<file path="config.mk">
export PLATFORM = sky130hd
export DESIGN_NAME = cp0_hazard_monitor
export DESIGN_NICKNAME = d
export VERILOG_FILES = /design/src/rtl/cp0_hazard_monitor.sv
export SDC_FILE = /design/constraint.sdc
export NUM_CORES = 1
export LEC_CHECK = 0
export ABC_CLOCK_PERIOD_IN_PS = 3200
export BUFFER_PORTS_ARGS = -buffer_cell sky130_fd_sc_hd__buf_2
export CORE_MARGIN = 2
export CORE_UTILIZATION = 40
export CTS_BUF_LIST = sky130_fd_sc_hd__clkbuf_4 sky130_fd_sc_hd__clkbuf_8
export DETAILED_ROUTE_END_ITERATION = 16
export PLACE_DENSITY = 0.78
export SLEW_MARGIN = 20
export SYNTH_ARGS = -nofsm -noshare
export SYNTH_HDL_FRONTEND = slang
export SYNTH_SLANG_ARGS = --single-unit
</file>
<file path="constraint.sdc">
create_clock -name clk -period 3.2 [get_ports clk]
set_input_delay 0.64 -clock clk [delete_from_list [all_inputs] [get_ports clk]]
set_output_delay 0.64 -clock clk [all_outputs]
set_load 0.02 [all_outputs]
</file>
<file path="src/rtl/cp0_hazard_monitor.sv">
module cp0_hazard_monitor #(
  parameter int LINE_LSB = 5,
  parameter int MODE_WIN = 5,
  parameter int K0_WIN   = 3,
  parameter int MIN_GAP  = 2
) (
  input  logic        clk,
  input  logic        rst,
  input  logic        ev_valid,
  input  logic [2:0]  ev_cls,
  input  logic [4:0]  ev_reg,
  input  logic [31:0] ev_old,
  input  logic [31:0] ev_new,
  input  logic [31:0] ev_addr,
  input  logic [31:0] ev_pc,
  input  logic [4:0]  sticky_clr,
  output logic        viol_pulse,
  output logic [2:0]  viol_code,
  output logic        mode_cp0_hit,
  output logic [4:0]  viol_sticky
);
  localparam logic [2:0] C_MTC0 = 3'd1, C_MFC0 = 3'd2, C_LOAD = 3'd3,
                         C_STORE = 3'd4, C_CACHE = 3'd5;
  localparam int MW = $clog2(MODE_WIN + 1);
  localparam int KW = $clog2(K0_WIN + 1);
  localparam int GW = $clog2(MIN_GAP + 1);
  localparam logic [MW-1:0] MODE_LD = MW'(MODE_WIN);
  localparam logic [KW-1:0] K0_LD   = KW'(K0_WIN);
  localparam logic [GW-1:0] GAP_MAX = GW'(MIN_GAP);

  logic                  last_mtc0, st_armed;
  logic [31-LINE_LSB:0]  st_line;
  logic [GW-1:0]         st_gap;
  logic [MW-1:0]         mode_cnt;
  logic [KW-1:0]         k0_cnt;
  logic [4:0]            hit;
  logic [2:0]            code;

  wire is_mtc0  = ev_valid && ev_cls == C_MTC0;
  wire is_mfc0  = ev_valid && ev_cls == C_MFC0;
  wire is_store = ev_valid && ev_cls == C_STORE;
  wire is_cache = ev_valid && ev_cls == C_CACHE;
  wire no_gap   = ev_cls == C_LOAD || ev_cls == C_CACHE;
  wire wr_stat  = is_mtc0 && ev_reg == 5'd12;
  wire wr_cfg   = is_mtc0 && ev_reg == 5'd16;
  wire pc_k0    = ev_pc[31:29] == 3'b100;
  wire exl_up   = ev_new[1] & ~ev_old[1];
  wire erl_up   = ev_new[2] & ~ev_old[2];
  wire ksu_chg  = ev_new[4:3] != ev_old[4:3];
  wire k0_chg   = ev_new[2:0] != ev_old[2:0];

  assign hit[0] = is_mfc0 && last_mtc0;
  assign hit[1] = is_cache && st_armed && ev_addr[31:LINE_LSB] == st_line && st_gap < GAP_MAX;
  assign hit[2] = wr_stat && ksu_chg && (exl_up || erl_up);
  assign hit[3] = wr_stat && exl_up && ev_old[0];
  assign hit[4] = ev_valid && k0_cnt != '0 && pc_k0;

  always_comb begin
    code = 3'd0;
    for (int i = 4; i >= 0; i--)
      if (hit[i]) code = 3'(i + 1);
  end

  always_ff @(posedge clk) begin
    if (rst) begin
      viol_pulse   <= 1'b0;
      viol_code    <= '0;
      mode_cp0_hit <= 1'b0;
      viol_sticky  <= '0;
      last_mtc0    <= 1'b0;
      st_armed     <= 1'b0;
      st_line      <= '0;
      st_gap       <= '0;
      mode_cnt     <= '0;
      k0_cnt       <= '0;
    end else begin
      viol_pulse   <= |hit;
      viol_code    <= code;
      mode_cp0_hit <= (is_mtc0 || is_mfc0) && mode_cnt != '0;
      viol_sticky  <= (viol_sticky & ~sticky_clr) | hit;
      if (ev_valid) begin
        last_mtc0 <= is_mtc0;
        if (is_store) begin
          st_armed <= 1'b1;
          st_line  <= ev_addr[31:LINE_LSB];
          st_gap   <= '0;
        end else if (!no_gap && st_gap < GAP_MAX) begin
          st_gap <= st_gap + 1'b1;
        end
        if (hit[2])              mode_cnt <= MODE_LD;
        else if (mode_cnt != '0) mode_cnt <= mode_cnt - 1'b1;
        if (wr_cfg && k0_chg && pc_k0) k0_cnt <= K0_LD;
        else if (k0_cnt != '0)         k0_cnt <= k0_cnt - 1'b1;
      end
    end
  end
endmodule

</file>
# Word level (Yosys, flattened, before mapping)
# Cells that the tools add are included.
[totals]
output_inout_bits = 10
register_bits = 46
in_bits = 144
[classes]
n_mux = 11
bitwise = 7
n_eq_ne = 11
magnitude_cmp = 1
n_addsub = 3
n_reduce_logical = 36
[ops]
columns = ["op", "n"]
rows = [
  ["$eq A27 B27 Y1", 1],
  ["$logic_and A1 B1 Y1", 20],
  ["$mux W2", 6],
  ["$mux W3", 4],
  ["$eq A3 B3 Y1 const B", 3],
  ["$reduce_and A2 Y1", 4],
  ["$reduce_bool A2 Y1", 4],
  ["$eq A3 B2 Y1 const B", 2],
  ["$and A5 B5 Y5", 1],
  ["$eq A5 B4 Y1 const B", 1],
  ["$eq A5 B5 Y1 const B", 1],
  ["$not A5 Y5", 1],
  ["$or A5 B5 Y5", 1],
  ["$reduce_or A5 Y1", 1],
  ["$reduce_or A4 Y1", 1],
  ["$eq A3 B1 Y1 const B", 1],
  ["$logic_or A1 B1 Y1", 3],
  ["$ne A3 B3 Y1", 1],
  ["$reduce_bool A3 Y1", 1],
  ["$sub A3 B1 Y3 const B", 1],
  ["$add A2 B1 Y2 const B", 1],
  ["$and A1 B1 Y1", 2],
  ["$lt A2 B2 Y1 const B", 1],
  ["$ne A2 B2 Y1", 1],
  ["5 further kinds", 6],
]

# Longest topological paths before layout
# Gate-level depths: netlist of run 1.
[depth]
ltp_word = 9
mapped_depth = 7

# Worst setup path before layout of run 1
# OpenSTA, ideal clock, no wires.
[synth_timing]
kind = "input port to flip-flop"
start = "input port ev_old[1]"
end = "register viol_code[0]"
path_stages = 6
slack_ns = 1.480
t_arrival_ns = 1.588
required_time_ns = 3.068
cell_sequence = "inv_1 ha_1 nor4b_1 a21bo_2 a22o_1 a21oi_1"
[synth_between]
elab_chain_cells = 8
elab_cells_between_ends = 10
cone_classes = "mux (4); bitwise (2); reduce/logical (4)"
[synth_rtl]
columns = ["item", "line", "text"]
rows = [
  ["start, declared", "12", "input logic [31:0] ev_old,"],
  ["$not A1 Y1 (*)", "47", "wire exl_up = ev_new[1] & ~ev_old[1];"],
  ["$and A1 B1 Y1 (*)", "47", ""],
  ["$logic_and A1 B1 Y1 (2 in series)", "55", "assign hit[3] = wr_stat && exl_up && ev_old[0];"],
  ["$mux W3", "61", "if (hit[i]) code = 3'(i + 1);"],
  ["$mux W2 (*) (2 in series)", "61", ""],
  ["$mux W1 (*)", "61", ""],
  ["end signal, assigned", "78", "viol_code <= code;"],
  ["end, declared", "18", "output logic [2:0] viol_code,"],
]
# Every way passes the cells marked *; elsewhere a longest branch is shown, timed or not.
# A chain may end at the register's enable or synchronous reset.

# Worst setup path after layout of run 1
# Ends and elaborated chain as after synthesis.

==> metrics.cfg, run 1 <==
[yosys]
synth_area_mm2 = 0.002200
seq_area_frac_synth = 0.4187
yosys_warnings = 0
syn-num-nets = 414
ys_seq_elements = 46
synth.avg_cell_area_um2 = 8.300
postSynthCellCount = 265
synthDistinctLibCells = 33

[cts]
cts_resized = 0
clkSlewWorstSetupHoldPaths_ns = 0.07
cts.htree.levels = 2
cts_sinks = 46
clk_latency_ns = 0.29
post_cts_buffers = 0
clockRootBuffer = clkbuf_8
holdBufCountCts = 0
cts_tree = built
numCtsBuffers = 5
ctsLongestPathBuffers = 2

[sta]
min_period_over_period = 0.5728
setup_tns_ns = 0
hold_violations = 0
worst_pin_slew_ns = 0.8228
finalSetupViolations = 0
rsz0062_at_grt = false
skew_ns = 0.007592
post-route-min-period_ns = 1.833
report.final.slew_viol_count = 0
slew_headroom = 0.4514
max_freq_mhz = 545.6

[pwr]
p_switching_mw = 0.2983
ir_worst_vdd_mv = 0.2149
comb_power_share = 0.169
power_frac_seq = 0.522
p_leak_nw = 1.042
intPower_mw = 0.8783
switching_share = 0.2535
powerDensity_mw_per_mm2 = 438.2
clkPwrFrac = 0.309

[routing]
wirelength_um = 4655
ant_nets = 0
initialDrtViolationCount = 99
viasPerCell = 4.798
drc_errors = 0
num_vias = 1919
avgRoutedWirePerCell_um = 11.64
drt_first_pass_iters = 4

[grt]
grt_pass1_wl_um = 7983
grt_antenna_before_repair = 0
grt.total_usage = 0.1626
grt_overflow_total = 0
grt_pass1_vias = 1859
grt_max_degree = 47

[worst_setup_path]
crit_family = simple AND/OR/NAND/NOR gates
worstSetupPathType = input port to flop
startpoint_type = input port
worstReg2RegStart = st_line[1]
arrival_ns = 1.97
cp_slowest_cell = nor4b_1
critPathMaxStageDelay_ns = 0.56
crit_path_end_kind = flop
cp_max_fo = 3
crit_buf_inv = 2
path_cells = buf_2 > inv_1 > ha_1 > nor4b_1 > a21bo_2 > a22o_1 > a21oi_1
cp.required_ns = 3.34
cp-startpoint = ev_old[1]

[layout]
final_common_cell = buf_2
stdcell_area_mm2 = 0.002685
mostFrequentLayoutCells = 65 x buf_2, 63 x nand2_1, 46 x dfxtp_1, 41 x a21oi_1, 33 x xnor2_1
layout-drive-gt1-share = 0.2515
area_growth_pct = 22.07
n_fill_cell = 513
fin_nets = 478
num_antenna_cells = 0

[die]
std_cell_rows = 26
core_mm2 = 0.005205
die_h_um = 78.16
die_area_mm2 = 0.006108
dieWidth_um = 78.16
initial_core_util = 0.4226
io_pins = 154

[placement]
hpwl_um = 3559
gp_congestion = 0.7012
post_dp_cell_area_mm2 = 0.002590
io_buffers = 65

[hold_path]
hold_path_class = flop to flop
holdCritStartpoint = viol_sticky[2]

[job]
drv_cap = 0

[run_status]
status = finished, final reports clean

==> final timing paths <==
kind	end	slack, ns	depth (start not counted)
worst min-delay path	viol_sticky[2]	0.47	2
worst min register to register	viol_sticky[2]	0.47	2
worst max-delay path	viol_code[0]	1.37	7
worst max register to register	viol_code[2]	1.65	5
==> layer usage <==
| metal | track usage | routed length [um] | part of all wire |
|---|---|---|---|
| met2 | 0.2698 | 2092 | 0.45 |
| met5 | 0 | 0 | 0 |
| met3 | 0.03678 | 336 | 0.072 |
| met1 | 0.2165 | 2183 | 0.47 |
| met4 | 0.03684 | 42 | 0.0090 |
==> area by class of cell <==
type	count	area, um2	area share
timing repair buffer	67	340.3	0.1267
multi-input combinational	201	1211	0.4511
clock buffer	7	90.09	0.03355
tap	70	87.58	0.03262
inverter	8	30.03	0.01118
clock inverter	1	5.005	0.001864
sequential	46	920.9	0.3430
==> per-stage QoR <==
step	power, mW	utilization	hold slack, ns	setup slack, ns	cells
2_1_floorplan	0.7578	-	0.4329	1.480	265
6_report	1.177	0.5159	0.4693	1.367	400
4_1_cts	1.191	0.5159	0.4711	1.410	400
5_1_grt	1.257	0.5159	0.4874	1.240	400
3_3_place_gp	0.8194	0.4976	0.4433	1.108	392
3_5_place_dp	0.8279	0.4976	0.4574	1.105	392
==> sequential cells by signal, indices dropped and copies added (netlist names) <==
signal,flops
st_line,27
viol_sticky,5
last_mtc0,1
viol_pulse,1
st_armed,1
mode_cnt,3
st_gap,2
k0_cnt,2
mode_cp0_hit,1
viol_code,3
==> Yosys cell counts <==
| cell type | n | share of area |
|---|---|---|
| nor2b_1 | 3 | 0.0085 |
| a21oi_1 | 41 | 0.093 |
| and4bb_1 | 1 | 0.0057 |
| nand2b_1 | 5 | 0.014 |
| nand2_1 | 63 | 0.11 |
| nor2_1 | 9 | 0.015 |
| xnor2_1 | 33 | 0.13 |
| clkbuf_1 | 10 | 0.017 |
| xor2_1 | 2 | 0.0080 |
| nor4_1 | 2 | 0.0057 |
| a31oi_1 | 1 | 0.0028 |
| and2b_4 | 1 | 0.0046 |
| inv_1 | 8 | 0.014 |
| nor4b_1 | 1 | 0.0040 |
| o2111ai_4 | 1 | 0.012 |
| nor3b_1 | 2 | 0.0068 |
| a21boi_2 | 1 | 0.0051 |
| nor4b_2 | 1 | 0.0068 |
| nor3_2 | 1 | 0.0046 |
| and3_4 | 1 | 0.0051 |
| nor3_1 | 3 | 0.0068 |
| and3_1 | 2 | 0.0057 |
| o21ai_0 | 2 | 0.0046 |
| and4b_1 | 1 | 0.0046 |
| nor4_2 | 1 | 0.0057 |
| nand3_1 | 4 | 0.0091 |
| a22o_1 | 1 | 0.0040 |
| and2_1 | 1 | 0.0028 |
| ha_1 | 5 | 0.028 |
| a21bo_2 | 1 | 0.0046 |
| nand4_1 | 8 | 0.023 |
| dfxtp_1 | 46 | 0.42 |
| and2b_1 | 3 | 0.010 |
==> logic make-up (layout without fill, tap and decap cells) <==
kind of cell	Yosys count	in the layout	synth area share
buffers and inverters	18	83	0.03072
flip-flops	46	46	0.4187
adder cells (fa/ha/maj)	5	5	0.02844
AO/OA/AOI/OAI	48	48	0.1263
AND/OR/NAND/NOR	113	113	0.2565
XOR/XNOR	35	35	0.1394
==> worst register-to-register path: stages, from the launching register on <==
cell and delay [ns]:
dfxtp_1 0.33, xnor2_1 0.17, nand4_1 0.14, nor4_2 0.45, a21boi_2 0.13, nor4b_2 0.18
==> power groups by stage <==
stage / Combinational [mW] / Sequential, mW / Clock, mW
floorplan: 0.132 / 0.626 / 0
global placement: 0.194 / 0.626 / 0
detailed placement: 0.201 / 0.627 / 0
CTS: 0.201 / 0.614 / 0.376
global route: 0.235 / 0.617 / 0.405
finish: 0.199 / 0.614 / 0.364
No activity file was read; power rests on OpenSTA's default activity.
==> run 2, diff against run 1 <==
--- a/config.mk
+++ b/config.mk
@@ -5,7 +5,7 @@
 export SDC_FILE = /design/constraint.sdc
 export NUM_CORES = 1
 export LEC_CHECK = 0
-export ABC_CLOCK_PERIOD_IN_PS = 3200
+export ABC_CLOCK_PERIOD_IN_PS = 1800
 export BUFFER_PORTS_ARGS = -buffer_cell sky130_fd_sc_hd__buf_2
 export CORE_MARGIN = 2
 export CORE_UTILIZATION = 40
==> constraint.sdc (replaced) <==
create_clock -name clk -period 1.8 [get_ports clk]
set_input_delay 0.36 -clock clk [delete_from_list [all_inputs] [get_ports clk]]
set_output_delay 0.36 -clock clk [all_outputs]
set_load 0.02 [all_outputs]
==> metrics.cfg, run 2 (synthesis results as in run 1) <==
[layout]
mostFrequentLayoutCells = 65 x buf_2, 63 x nand2_1, 46 x dfxtp_1, 41 x a21oi_1, 33 x xnor2_1
top_regs = st_line x27, viol_sticky x5
area_growth_pct = 24.00
largest_reg_flops = 27  ; unchanged
fin_nets = 482  ; +0.84%
largest_register = st_line
regArea_um2 = 920.9  ; unchanged
layout-drive-gt1-share = 0.2605  ; +0.008964
n_fill_cell = 486  ; -5.3%
post-route-util = 0.5240  ; +0.008173
multi_input_area_mm2 = 0.001211  ; unchanged
final_common_cell = buf_2
num_antenna_cells = 0  ; unchanged

[sta]
setup_tns_ns = 0  ; unchanged
max_freq_mhz = 652.3
holdWs_ns = 0.3092  ; -0.1602 ns
post-route-min-period_ns = 1.533
skew_ns = 0.006436  ; -0.001156 ns
report.final.slew_viol_count = 0  ; unchanged
min_period_over_period = 0.8517
fin_ws_ns = 0.2670  ; -1.100 ns
hold_violations = 0  ; unchanged
rsz0062_at_grt = false
worst_pin_slew_ns = 0.5209  ; -0.3019 ns
finalSetupViolations = 0  ; unchanged
slew_headroom = 0.6527  ; +0.2013

[grt]
grt.total_usage = 0.1630  ; +0.0003689
grt_pass1_wl_um = 7838  ; -1.8%
grt_overflow_total = 0  ; unchanged
grt_antenna_before_repair = 0  ; unchanged
grt_pass1_vias = 1828  ; -1.7%
grt_max_degree = 31  ; -34%

[die]
die_area_mm2 = 0.006108  ; unchanged
core_mm2 = 0.005205  ; unchanged
io_pins = 154  ; unchanged
dieWidth_um = 78.16  ; unchanged
initial_core_util = 0.4226  ; unchanged
std_cell_rows = 26  ; unchanged
die_h_um = 78.16  ; unchanged

[pwr]
ir_worst_vdd_mv = 0.3295  ; +53%
p_leak_nw = 1.067  ; +2.3%
powerDensity_mw_per_mm2 = 771.7  ; +76%
finalPower_mw = 2.105  ; +79%

[worst_setup_path]
startpoint_type = flop
worstSetupPathType = flop to flop
arrival_ns = 1.70  ; -0.27 ns
cp.required_ns = 1.97  ; -1.37 ns
crit_path_end_kind = flop
worstReg2RegStart = st_line[1]
cp-startpoint = st_line[1]
cp_max_fo = 3  ; unchanged

[routing]
drt_first_pass_iters = 4  ; unchanged
avgRoutedWirePerCell_um = 11.58  ; -0.52%
wirelength_um = 4677  ; +0.47%
drc_errors = 0  ; unchanged
num_vias = 1931  ; +0.63%
viasPerCell = 4.780  ; -0.37%
ant_nets = 0  ; unchanged
initialDrtViolationCount = 59  ; -40%

[job]
drv_cap = 0  ; unchanged

[cts]
clockRootBuffer = clkbuf_8
cts_tree = built
numCtsBuffers = 5  ; unchanged
cts_sinks = 46  ; unchanged
holdBufCountCts = 0  ; unchanged
post_cts_buffers = 0  ; unchanged
clk_latency_ns = 0.30  ; about the same
ctsLongestPathBuffers = 2  ; unchanged
cts.htree.levels = 2  ; unchanged
clkSlewWorstSetupHoldPaths_ns = 0.08  ; about the same
cts_resized = 0  ; unchanged

[placement]
pre_cts_ws_ns = 0.1188  ; -0.9863 ns
hpwl_um = 3584  ; +0.70%
io_buffers = 65  ; unchanged
gp_congestion = 0.7201  ; +2.7%

[run_status]
status = finished, final reports clean

[hold_path]
hold_path_class = input port to flop
holdCritStartpoint = ev_addr[25]

==> run 2: power breakdown <==
group | switching (mW) | leakage, nW | internal (mW) | total (mW)
Clock | 0.327 | 0.0517 | 0.325 | 0.652
Combinational | 0.184 | 0.643 | 0.179 | 0.363
Sequential | 0.0258 | 0.373 | 1.06 | 1.09
==> run 2: area by class of cell <==
type	instances	share of cell area
Timing Repair Buffer	71	0.1404
Inverter	8	0.01101
Multi-Input combinational cell	201	0.4440
Clock inverter	1	0.001835
Sequential cell	46	0.3376
Tap cell	70	0.03211
Clock buffer	7	0.03303
==> run 2: final timing paths <==
check,cells after the start,end,slack (ns)
worst max-delay path,5,viol_code[2],0.27
worst min-delay path,3,st_line[20],0.31
worst max register to register,5,viol_code[2],0.27
worst min register to register,2,st_line[2],0.47
==> run 2: metrics by stage <==
stage	cells	instance area, um2
floorplan	265	2200
global placement	396	2633
detailed placement	396	2633
CTS	404	2728
global route	404	2728
finish	404	2728
==> run 2: metal layers <==
metal,vias up,global-route usage,part of all wire
li1,1016,-,-
met2,52,0.2612,0.44
met1,855,0.2117,0.48
met3,8,0.04598,0.055
met4,0,0.05439,0.018
met5,-,0,0
==> run 2: worst max-delay path: stages (launching register included) <==
cell      delay, ns
dfxtp_1        0.32
xnor2_1        0.16
nand4_1        0.14
nor4_2         0.48
a21boi_2       0.13
nor4b_2        0.18
